File: src/rtl/pwr_pkg.sv
package pwr_pkg;
    localparam int NSRC    = 3;
    localparam int SRC_BUS = 0;
    localparam int SRC_PA  = 1;
    localparam int SRC_PB  = 2;

    typedef enum logic [1:0] {
        ST_RUN,
        ST_SLEEP,
        ST_OSC_WAIT,
        ST_PLL_WAIT
    } pwr_state_e;
endpackage

File: src/rtl/wake_sync.sv
module wake_sync #(
    parameter int           N       = 3,
    parameter logic [N-1:0] RST_VAL = '0
) (
    input  logic         clk,
    input  logic         rst_n,
    input  logic [N-1:0] raw,
    output logic [N-1:0] synced
);
    for (genvar g = 0; g < N; g++) begin : g_bit
        logic meta_q, sync_q;
        always_ff @(posedge clk or negedge rst_n) begin
            if (!rst_n) begin
                meta_q <= RST_VAL[g];
                sync_q <= RST_VAL[g];
            end else begin
                meta_q <= raw[g];
                sync_q <= meta_q;
            end
        end
        assign synced[g] = sync_q;
    end
endmodule

File: src/rtl/wake_qual.sv
module wake_qual
    import pwr_pkg::*;
(
    input  logic [NSRC-1:0] synced,
    input  logic [NSRC-1:0] en,
    input  logic            pol_a,
    input  logic            pol_b,
    input  logic            b_gpio,
    output logic [NSRC-1:0] hit
);
    logic [NSRC-1:0] act_hi;
    logic [NSRC-1:0] allow;

    always_comb begin
        act_hi         = '1;
        act_hi[SRC_PA] = pol_a;
        act_hi[SRC_PB] = pol_b;
        allow          = '1;
        allow[SRC_PB]  = ~b_gpio;
    end

    for (genvar g = 0; g < NSRC; g++) begin : g_src
        assign hit[g] = ~(synced[g] ^ act_hi[g]) & en[g] & allow[g];
    end
endmodule

File: src/rtl/wait_timer.sv
module wait_timer #(
    parameter int W = 16
) (
    input  logic         clk,
    input  logic         rst_n,
    input  logic         clr,
    input  logic [W-1:0] limit,
    output logic         done
);
    logic [W-1:0] cnt_q;

    always_ff @(posedge clk or negedge rst_n) begin
        if (!rst_n)
            cnt_q <= '0;
        else if (clr)
            cnt_q <= '0;
        else if (cnt_q != {W{1'b1}})
            cnt_q <= cnt_q + 1'b1;
    end

    assign done = (cnt_q >= limit);
endmodule

File: src/rtl/pwr_wake_seq.sv
module pwr_wake_seq
    import pwr_pkg::*;
#(
    parameter int CNT_W = 16
) (
    input  logic             clk,
    input  logic             rst_n,
    input  logic             sleep_req,
    input  logic             irq_clr,
    input  logic [NSRC-1:0]  wake_en,
    input  logic             pin_a_pol,
    input  logic             pin_b_pol,
    input  logic             pin_b_gpio,
    input  logic [CNT_W-1:0] osc_wait,
    input  logic [CNT_W-1:0] pll_wait,
    input  logic             bus_act,
    input  logic             pin_a,
    input  logic             pin_b,
    output logic             osc_en,
    output logic             pll_en,
    output logic             core_clk_en,
    output logic             wake_irq,
    output logic             pd_bit,
    output logic [NSRC-1:0]  wake_src
);
    localparam logic [NSRC-1:0] SYNC_RST = NSRC'(1 << SRC_PA);

    pwr_state_e      state_q, state_d;
    logic [NSRC-1:0] raw, synced, hit;
    logic [CNT_W-1:0] tmr_limit;
    logic            tmr_clr, tmr_done;
    logic            irq_q;
    logic [NSRC-1:0] src_q;

    assign raw = {pin_b, pin_a, bus_act};

    wake_sync #(.N(NSRC), .RST_VAL(SYNC_RST)) u_sync (
        .clk    (clk),
        .rst_n  (rst_n),
        .raw    (raw),
        .synced (synced)
    );

    wake_qual u_qual (
        .synced (synced),
        .en     (wake_en),
        .pol_a  (pin_a_pol),
        .pol_b  (pin_b_pol),
        .b_gpio (pin_b_gpio),
        .hit    (hit)
    );

    assign tmr_limit = (state_q == ST_PLL_WAIT) ? pll_wait : osc_wait;
    assign tmr_clr   = (state_d != state_q);

    wait_timer #(.W(CNT_W)) u_tmr (
        .clk   (clk),
        .rst_n (rst_n),
        .clr   (tmr_clr),
        .limit (tmr_limit),
        .done  (tmr_done)
    );

    always_comb begin
        state_d = state_q;
        unique case (state_q)
            ST_RUN:      if (sleep_req) state_d = ST_SLEEP;
            ST_SLEEP:    if (|hit)      state_d = ST_OSC_WAIT;
            ST_OSC_WAIT: if (tmr_done)  state_d = ST_PLL_WAIT;
            ST_PLL_WAIT: if (tmr_done)  state_d = ST_RUN;
            default:                    state_d = ST_RUN;
        endcase
    end

    always_ff @(posedge clk or negedge rst_n) begin
        if (!rst_n) state_q <= ST_RUN;
        else        state_q <= state_d;
    end

    always_ff @(posedge clk or negedge rst_n) begin
        if (!rst_n) begin
            irq_q <= 1'b0;
            src_q <= '0;
        end else begin
            if (state_q == ST_PLL_WAIT && tmr_done)
                irq_q <= 1'b1;
            else if (irq_clr)
                irq_q <= 1'b0;
            if (state_q == ST_SLEEP && |hit)
                src_q <= hit;
        end
    end

    always_comb begin
        osc_en      = 1'b0;
        pll_en      = 1'b0;
        core_clk_en = 1'b0;
        pd_bit      = 1'b1;
        unique case (state_q)
            ST_RUN: begin
                osc_en      = 1'b1;
                pll_en      = 1'b1;
                core_clk_en = 1'b1;
                pd_bit      = 1'b0;
            end
            ST_SLEEP:    ;
            ST_OSC_WAIT: osc_en = 1'b1;
            ST_PLL_WAIT: begin
                osc_en = 1'b1;
                pll_en = 1'b1;
            end
            default:     ;
        endcase
    end

    assign wake_irq = irq_q;
    assign wake_src = src_q;
endmodule

File: config.mk
export PLATFORM = sky130hd
export DESIGN_NAME = pwr_wake_seq
export DESIGN_NICKNAME = d
export VERILOG_FILES = /design/src/rtl/pwr_pkg.sv /design/src/rtl/wake_sync.sv /design/src/rtl/wake_qual.sv /design/src/rtl/wait_timer.sv /design/src/rtl/pwr_wake_seq.sv
export SDC_FILE = /design/constraint.sdc
export NUM_CORES = 1
export LEC_CHECK = 0
export CORE_MARGIN = 5
export CORE_UTILIZATION = 52
export CTS_CLUSTER_SIZE = 24
export DETAILED_ROUTE_END_ITERATION = 16
export HOLD_SLACK_MARGIN = 0.05
export PLACE_DENSITY = 0.85
export RECOVER_POWER = 50
export SYNTH_ARGS = -nofsm -noshare
export SYNTH_HDL_FRONTEND = slang
export SYNTH_SLANG_ARGS = --single-unit
export TNS_END_PERCENT = 30
File: constraint.sdc
create_clock -name clk -period 8 [get_ports clk]
set_clock_uncertainty 0.05 [all_clocks]
set_input_delay 1.6 -clock clk [delete_from_list [all_inputs] [get_ports clk]]
set_output_delay 1.6 -clock clk [all_outputs]
set_load 0.02 [all_outputs]
==> Yosys cells after proc, flatten, opt, wreduce, memory -nomap -nowiden <==
Cells that the tools add are included.
{ "op_classes": {"n_addsub": 1, "order_cmp": 1, "eq_ne": 5, "mux": 14, "bitwise": 9, "reduce_logical": 8} }
{ "op_table": {"columns": ["op", "count"], "rows": [
  ["two-way mux 16 bit", 3],
  ["adder 16 x 1 -> 16 bit (second input constant)", 1],
  [">= comparator 16 bit", 1],
  ["inequality test 16 bit (second input constant)", 1],
  ["two-way mux 2 bit", 4],
  ["case mux 2 bit (4 select lines)", 1],
  ["two-way mux 1 bit", 6],
  ["OR reduction 3 bit", 2],
  ["bitwise AND 1 bit", 4],
  ["equality test 2 bit (second input constant)", 2],
  ["nonzero test 2 bit", 2],
  ["inverter 1 bit", 3],
  ["equality test 2 x 1 -> 1 bit (second input constant)", 1],
  ["logical AND 1 bit", 2],
  ["zero test 2 bit", 1],
  ["inequality test 2 bit", 1],
  ["OR reduction 2 bit", 1],
  ["bitwise XOR 1 bit", 2]
]} }
{ "word_totals": {"reg_bits": 28, "inputBits": 45, "output_inout_bits": 8, "word_cells": 48} }

==> Logic depth before layout (Yosys ltp) <==
Gate-level depths: netlist (run 1).
{ "logic_depth": {"ltp_word": 9, "mapped_depth": 12, "depth_no_buf": 9} }

==> Cells and area by module <==
From an unflattened synthesis (run 1), not the netlist that was laid out.
{ "hier_totals": {"hier_cells": 222, "hier_area_um2": 2087.0} }
{ "modules_own_cells": {"columns": ["mod", "instances", "cells_per_inst", "area_per_inst_um2", "seq_area_each_um2"], "rows": [
  ["wait_timer", 1, 146, 1262.5, 400.4],
  ["pwr_wake_seq", 1, 62, 606.8, 150.1],
  ["wake_sync", 1, 9, 175.2, 152.6],
  ["wake_qual", 1, 5, 42.5, 0.0]
]} }

==> Worst setup path after synthesis (run 1) <==
OpenSTA, ideal clock, no wires.
{ "synth_timing": {"kind": "input to register", "from": "input port pll_wait[0]", "to": "register u_tmr.cnt_q[5]", "setup_ps": 70, "arrival_ps": 3594, "required_ps": 7880, "slack_ps": 4286, "path_stages": 9, "n_path_buf": 1, "path_cell_list": "mux2_2 ha_1 nand2b_4 a2111oi_4 o41ai_4 o41ai_1 nand4_2 buf_6 nor2_2"} }
{ "synth_via": {"elab_chain_len": 6, "elab_cells_between_ends": 8, "classes_between": "order compare: 1; eq/ne: 1; mux: 5; reduce/logical: 1"} }
{ "synth_lines": {"columns": ["item", "line_no", "source"], "rows": [
  ["start, declared", "pwr_wake_seq.sv:15", "input logic [CNT_W-1:0] pll_wait,"],
  ["two-way mux 16 bit *", "pwr_wake_seq.sv:53", "assign tmr_limit = (state_q == ST_PLL_WAIT) ? pll_wait : osc_wait;"],
  [">= comparator 16 bit *", "wait_timer.sv:21", "assign done = (cnt_q >= limit);"],
  ["two-way mux 2 bit, on equally long branches", "pwr_wake_seq.sv:70, pwr_wake_seq.sv:69", null],
  ["case mux 2 bit (4 select lines) *", "pwr_wake_seq.sv:66", "unique case (state_q)"],
  ["inequality test 2 bit *", "pwr_wake_seq.sv:54", "assign tmr_clr = (state_d != state_q);"],
  ["two-way mux 16 bit or nonzero test 2 bit (tied branches)", null, null],
  ["end signal, assigned", "wait_timer.sv:18", "cnt_q <= cnt_q + 1'b1;"],
  ["end, declared", "wait_timer.sv:10", "logic [W-1:0] cnt_q;"]
]} }
Every way passes the cells marked *; elsewhere a longest branch is shown, timed or not.
A chain may end at the register's enable or synchronous reset.

==> Final worst setup path (run 1) <==
{ "layout_timing": {"from": "input port osc_wait[14]", "to": "register u_tmr.cnt_q[10]"} }
{ "layout_via": {"elab_chain_len": 6, "elab_cells_between_ends": 8, "classes_between": "order compare: 1; eq/ne: 1; mux: 5; reduce/logical: 1"} }
{ "layout_lines": {"columns": ["item", "line_no", "source"], "rows": [
  ["start, declared", "pwr_wake_seq.sv:14", "input logic [CNT_W-1:0] osc_wait,"],
  ["two-way mux 16 bit *", "pwr_wake_seq.sv:53", null],
  [">= comparator 16 bit *", "wait_timer.sv:21", null],
  ["two-way mux 2 bit, on equally long branches", "pwr_wake_seq.sv:70, pwr_wake_seq.sv:69", null],
  ["case mux 2 bit (4 select lines) *", "pwr_wake_seq.sv:66", null],
  ["inequality test 2 bit *", "pwr_wake_seq.sv:54", null],
  ["two-way mux 16 bit or nonzero test 2 bit (tied branches)", null, null]
]} }
Marked as above.

==> key figures, run 1 <==
Run status
  – Outcome: complete, no violations

GRT
  – Met2 usage: 0.274
  – Number of global-route vias before repair: 1580
  – Top Usage Layer GRT: met2
  – Met3 Usage GRT: 0.0196
  – GRT Residual Overflow: 0
  – Met1 usage: 0.263
  – Tot GR Track Use: 0.177
  – First-pass GRT wire length: 7.44 mm
  – Largest net degree at the start of global routing: 29
  – Initial antenna violation count: 0

Timing
  – Final Hold Viols: 0
  – Final min period: 4340 ps
  – Setup Viol. Count Final: 0
  – Slew margin rel.: 0.0537
  – Unrepaired setup endpoints after global routing: false
  – Slew Limit Fails: 0
  – Final worst setup slack: 3660 ps
  – Achievable frequency: 230 MHz
  – Total Neg Setup Slack: 0 ps
  – Actual slew at the worst max-slew pin: 1420 ps
  – Final Cycle Share: 0.543

Clock network
  – Clk_lat worst skew: 270 ps
  – Root buffer cell: clkbuf_8
  – Clock transition at path regs: 90 ps
  – Setup Buffers After CTS: 0
  – H-tree lvl count: 1
  – Total CTS buffers: 3
  – Num Clock Sinks: 28
  – Post-CTS sizing: 0
  – CTS tree: built
  – CTS Buffer Depth: 2
  – CTS Hold Bufs: 0

Worst setup path
  – Critical path class: input port to register
  – Critical-path maximum fanout: 16
  – Worst Setup End Kind: register
  – Crit path DAT: 4470 ps
  – CP Data Required Time: 8130 ps
  – Worst setup SP type: input port
  – R2R depth: 9

Power and ir drop
  – Leak pwr: 0.00109 uW
  – Maximum vdd ir drop: 0.155 mV
  – Pwr per Cell Area: 235 nW/um2

Route
  – 1st-iter DRT viols: 127
  – DRC viols: 0
  – Via Count: 1652
  – Routed wire per std cell: 14.8 um
  – Pre-Repair DR Iteration Count: 4
  – WL final: 4.34 mm
  – Routed Antenna Nets: 0
  – Vias per Instance: 5.62

Floorplanning
  – Chip Height: 71.8 um
  – Row count: 22
  – Initial core utilization: 0.539
  – I/O Pins: 53
  – Die width: 71.8 um
  – Core Region: 3690 um2
  – Die Area: 5160 um2

Final layout
  – # fillers: 297
  – Area delta synth->final: 31.7%
  – Design area: 2620 um2
  – Share of cells above drive strength 1: 0.106
  – Nets@finish: 314
  – ANT cells: 0

Synthesis
  – Count leader, synth: dfrtp_1
  – FF+latch count, synth: 28
  – Synth Net Count: 261
  – Synthesized cell area: 1990 um2
  – Synth top cells by count: 26 x dfrtp_1, 22 x ha_1, 19 x mux2i_1, 14 x nand2_1, 12 x nor2_1
  – Synth Flop Type: dfrtp_1
  – Leading area contributor after synthesis: dfrtp_1
  – Syn Area/Cell: 10.2 um2
  – Cells after synthesis: 194
  – Syn. warnings: 0
  – Synth top area cells: dfrtp_1 33%, ha_1 14%, mux2i_1 9.6%
  – Yosys top cell area share: 0.327
  – Async S/R FF share, synth: 1.00
  – Number of synthesized flops with an enable pin: 0
  – Sequential element share of the synthesized area: 0.354
  – Unique masters post-synth: 47

Min path
  – Worst hold path type: register to register
  – Hold depth: 0

Job
  – Max-cap violations: 0

Place
  – Area after DPL: 2550 um2
  – DP Worst Slack: 3350 ps
  – # port buffers: 52
  – Final HPWL DP: 3.52 mm
  – Gpl congestion: 0.894
[final cells by class]
cell class | count | area (um2) | share of cell area
Tap cell | 48 | 60.1 | 0.0230
Timing Repair Buffer | 53 | 524 | 0.200
Multi-Input combinational cell | 154 | 1230 | 0.471
Inverter | 7 | 26.3 | 0.0100
Sequential cell | 28 | 703 | 0.269
Clock inverter | 1 | 30.0 | 0.0115
Clock buffer | 3 | 41.3 | 0.0158
[through the flow]
stage / cells / hold WS, ps / power, uW / utilization
2_1_floorplan: 194 / 281 / 412 / -
3_3_place_gp: 290 / 283 / 501 / 0.691
3_5_place_dp: 290 / 290 / 511 / 0.691
4_1_cts: 294 / 312 / 620 / 0.710
5_1_grt: 294 / 325 / 656 / 0.709
6_report: 294 / 308 / 614 / 0.709
[sequential cells by signal, summed over array words and instances (netlist names)]
signal               flops
u_tmr.cnt_q             16
u_sync.g_bit.meta_q      3
u_sync.g_bit.sync_q      3
wake_src                 3
state_q                  2
wake_irq                 1
[worst max-delay path: stages]
cell and delay (ps):
clkdlybuf4s50_1 460, mux2i_1 90, ha_1 370, a21o_2 220, o21ai_0 320, o41ai_4 170
o41ai_1 360, nand4_2 540, a211oi_1 340
[cell usage in the layout, fill, tap and decap left out, types with 4 or more instances in the layout]
master and instances:
ha_1 22, dlygate4sd3_1 4, dfrtp_1 26, nor3_1 6
xnor2_1 8, nand4_1 5, clkdlybuf4s50_1 48, nor2_1 12
mux2i_1 19, nand2_1 14, nor2_2 10, inv_1 7
a21oi_1 6
[layer usage]
layer  up-vias  share of wire
met1       777           0.47
met4         0         0.0097
met3         4          0.061
met2        53           0.46
li1        818              -
met5         -              0
[path summary, 6_finish.rpt]
path	start	endpoint	slack, ps
worst max-delay path	osc_wait[14]	u_tmr.cnt_q[10]$_DFFE_PN0P_	3660
worst min-delay path	u_sync.g_bit[0].meta_q$_DFF_PN0_	u_sync.g_bit[0].sync_q$_DFF_PN0_	310
worst max register to register	state_q[0]$_DFF_PN0_	u_tmr.cnt_q[10]$_DFFE_PN0P_	3910
worst min register to register	u_sync.g_bit[0].meta_q$_DFF_PN0_	u_sync.g_bit[0].sync_q$_DFF_PN0_	310
max in group asynchronous	rst_n	u_tmr.cnt_q[9]$_DFFE_PN0P_	4950
min in group asynchronous	rst_n	wake_src[0]$_DFFE_PN0P_	2120
[logic make-up (layout without fill, tap and decap cells)]
kind of cell    Yosys count  after routing  share of synthesized area
mux                      20             20                      0.101
buf+inv                  12             64                     0.0264
xor+xnor                 11             11                     0.0485
simple gates             68             68                      0.193
flops                    28             28                      0.354
fa+ha+maj                22             22                      0.139
compound gates           33             33                      0.139
[report_power, final]
| group | switching (uW) | internal, uW |
|---|---|---|
| sequential | 23.4 | 165 |
| combinational | 176 | 140 |
| clock | 42.2 | 67.0 |
| total | 242 | 372 |
Note: power is estimated with default switching activity, not from simulation.
==> run 2: changes to the inputs <==
--- a/config.mk
+++ b/config.mk
@@ -6,11 +6,11 @@
 export NUM_CORES = 1
 export LEC_CHECK = 0
 export CORE_MARGIN = 5
-export CORE_UTILIZATION = 52
+export CORE_UTILIZATION = 44
 export CTS_CLUSTER_SIZE = 24
 export DETAILED_ROUTE_END_ITERATION = 16
 export HOLD_SLACK_MARGIN = 0.05
-export PLACE_DENSITY = 0.85
+export PLACE_DENSITY = 0.77
 export RECOVER_POWER = 50
 export SYNTH_ARGS = -nofsm -noshare
 export SYNTH_HDL_FRONTEND = slang
==> constraint.sdc (replaced) <==
create_clock -name clk -period 3.6 [get_ports clk]
set_clock_uncertainty 0.05 [all_clocks]
set_input_delay 0.72 -clock clk [delete_from_list [all_inputs] [get_ports clk]]
set_output_delay 0.72 -clock clk [all_outputs]
set_load 0.02 [all_outputs]
==> key figures, run 2 (synthesized netlist as in run 1, its figures left out) <==
Min path
  – Hold depth: 0
  – Worst hold path type: register to register
  – Hold Startpoint: u_sync.g_bit[2].meta_q$_DFF_PN0_
  – Hold EP: u_sync.g_bit[2].sync_q$_DFF_PN0_

Route
  – Via Count: 1660
  – Pre-Repair DR Iteration Count: 4
  – Vias per Instance: 5.51
  – Routed Antenna Nets: 0
  – DRC viols: 0
  – 1st-iter DRT viols: 49
  – Routed wire per std cell: 15.1 um
  – WL final: 4.54 mm

Worst setup path
  – Worst Setup End Kind: register
  – Crit path DAT: 3410 ps
  – Critical path class: register to register
  – Worst setup SP type: register
  – Critical-path maximum fanout: 16
  – Worst r2r src: state_q[1]$_DFF_PN0_
  – Reg-to-Reg End: u_tmr.cnt_q[2]$_DFFE_PN0P_
  – R2R depth: 11
  – CP Data Required Time: 3740 ps
  – Reg2Reg Setup Slack: 330 ps

Timing
  – Slew Limit Fails: 0
  – Final Hold Viols: 0
  – Achievable frequency: 306 MHz
  – Actual slew at the worst max-slew pin: 1450 ps
  – Final Cycle Share: 0.908
  – Final min period: 3270 ps
  – Total Neg Setup Slack: 0 ps
  – Unrepaired setup endpoints after global routing: false
  – Slew margin rel.: 0.0333
  – Setup Viol. Count Final: 0

Clock network
  – Root buffer cell: clkbuf_8
  – Total CTS buffers: 3
  – Setup Buffers After CTS: 0
  – Clk_lat worst skew: 270 ps
  – H-tree lvl count: 1
  – CTS Hold Bufs: 0
  – Post-CTS sizing: 0
  – Clock transition at path regs: 90 ps
  – Num Clock Sinks: 28
  – CTS tree: built
  – CTS Buffer Depth: 2

Final layout
  – Design area: 2670 um2
  – ANT cells: 0
  – Share of cells above drive strength 1: 0.116
  – # fillers: 376
  – Area delta synth->final: 34.3%
  – Commonest non-fill, non-tap cells in the layout: 48 x clkdlybuf4s50_1, 26 x dfrtp_1, 22 x ha_1
  – Area of the multi-input gates: 1230 um2
  – Most flops, register: u_tmr.cnt_q
  – Nets@finish: 317
  – Most common cell after layout, fill and taps aside: clkdlybuf4s50_1
  – Layout Utilization: 0.613
  – Area occupied by registers: 703 um2
  – Max FFs per register: 16

Power and ir drop
  – Pwr per Cell Area: 538 nW/um2
  – Leak pwr: 0.00111 uW
  – Power Total: 1440 uW
  – Maximum vdd ir drop: 0.315 mV

Floorplanning
  – Chip Height: 77.2 um
  – Row count: 24
  – Die Area: 5960 um2
  – Initial core utilization: 0.456
  – Core Region: 4350 um2
  – I/O Pins: 53
  – Die width: 77.2 um

Place
  – # port buffers: 52
  – Gpl congestion: 0.799
  – Final HPWL DP: 3.65 mm
  – Area after DPL: 2600 um2

GRT
  – First-pass GRT wire length: 7.48 mm
  – Initial antenna violation count: 0
  – Tot GR Track Use: 0.152
  – Largest net degree at the start of global routing: 29
  – GRT Residual Overflow: 0
  – Number of global-route vias before repair: 1588

Job
  – Max-cap violations: 0

Run status
  – Outcome: complete, no violations
-- run 2: changes by cell type in the layout (fill, tap and decap cells not counted) --
cell	delta
buf_4	+1
buf_12	+2
-- run 2: cell type report --
class,instances,share of cell area
multi-input combinational,154,0.461
tap,52,0.0244
inverter,7,0.00985
clock inverter,1,0.0113
clock buffer,3,0.0155
sequential,28,0.263
timing repair buffer,56,0.214
-- run 2: worst max-delay path: stages, from the launching register on --
cell and delay (ps):
dfrtp_1 460, ha_1 400, buf_12 210, mux2i_1 220, ha_1 280, and3_2 200, o21ai_0 300, o41ai_4 170
o311ai_1 350, nand4_2 180, buf_12 190, nor3_1 180
-- run 2: stage by stage --
stage,cells,setup WS (ps),hold WS [ps]
global route,301,111,316
finish,301,332,306
CTS,301,319,308
detailed placement,297,189,286
global placement,297,302,283
floorplan,194,107,281
-- run 2: per-layer routing --
layer  vias up  global-route usage  wire, um
li1        823                   -         -
met1       784               0.213      2110
met2        47               0.234      2120
met3         6              0.0246       246
met4         0              0.0533        63
met5         -                   0         0
-- run 2: how the worst max path moves through the flow --
stage	start	to	slack (ps)	cells after the start
2_1_floorplan	state_q[0]$_DFF_PN0_	u_tmr.cnt_q[11]$_DFFE_PN0P_	110	12
4_1_cts	state_q[1]$_DFF_PN0_	u_tmr.cnt_q[4]$_DFFE_PN0P_	320	11
5_1_grt	state_q[1]$_DFF_PN0_	u_tmr.cnt_q[2]$_DFFE_PN0P_	110	11
3_3_place_gp	osc_wait[0]	u_tmr.cnt_q[4]$_DFFE_PN0P_	300	10
6_report	state_q[1]$_DFF_PN0_	u_tmr.cnt_q[2]$_DFFE_PN0P_	330	11
3_5_place_dp	osc_wait[0]	u_tmr.cnt_q[4]$_DFFE_PN0P_	190	10
-- run 2: report_power, final --
part / total, uW / internal [uW] / switching (uW)
combinational: 782 / 370 / 412
clock: 242 / 149 / 92.9
sequential: 412 / 366 / 46.5
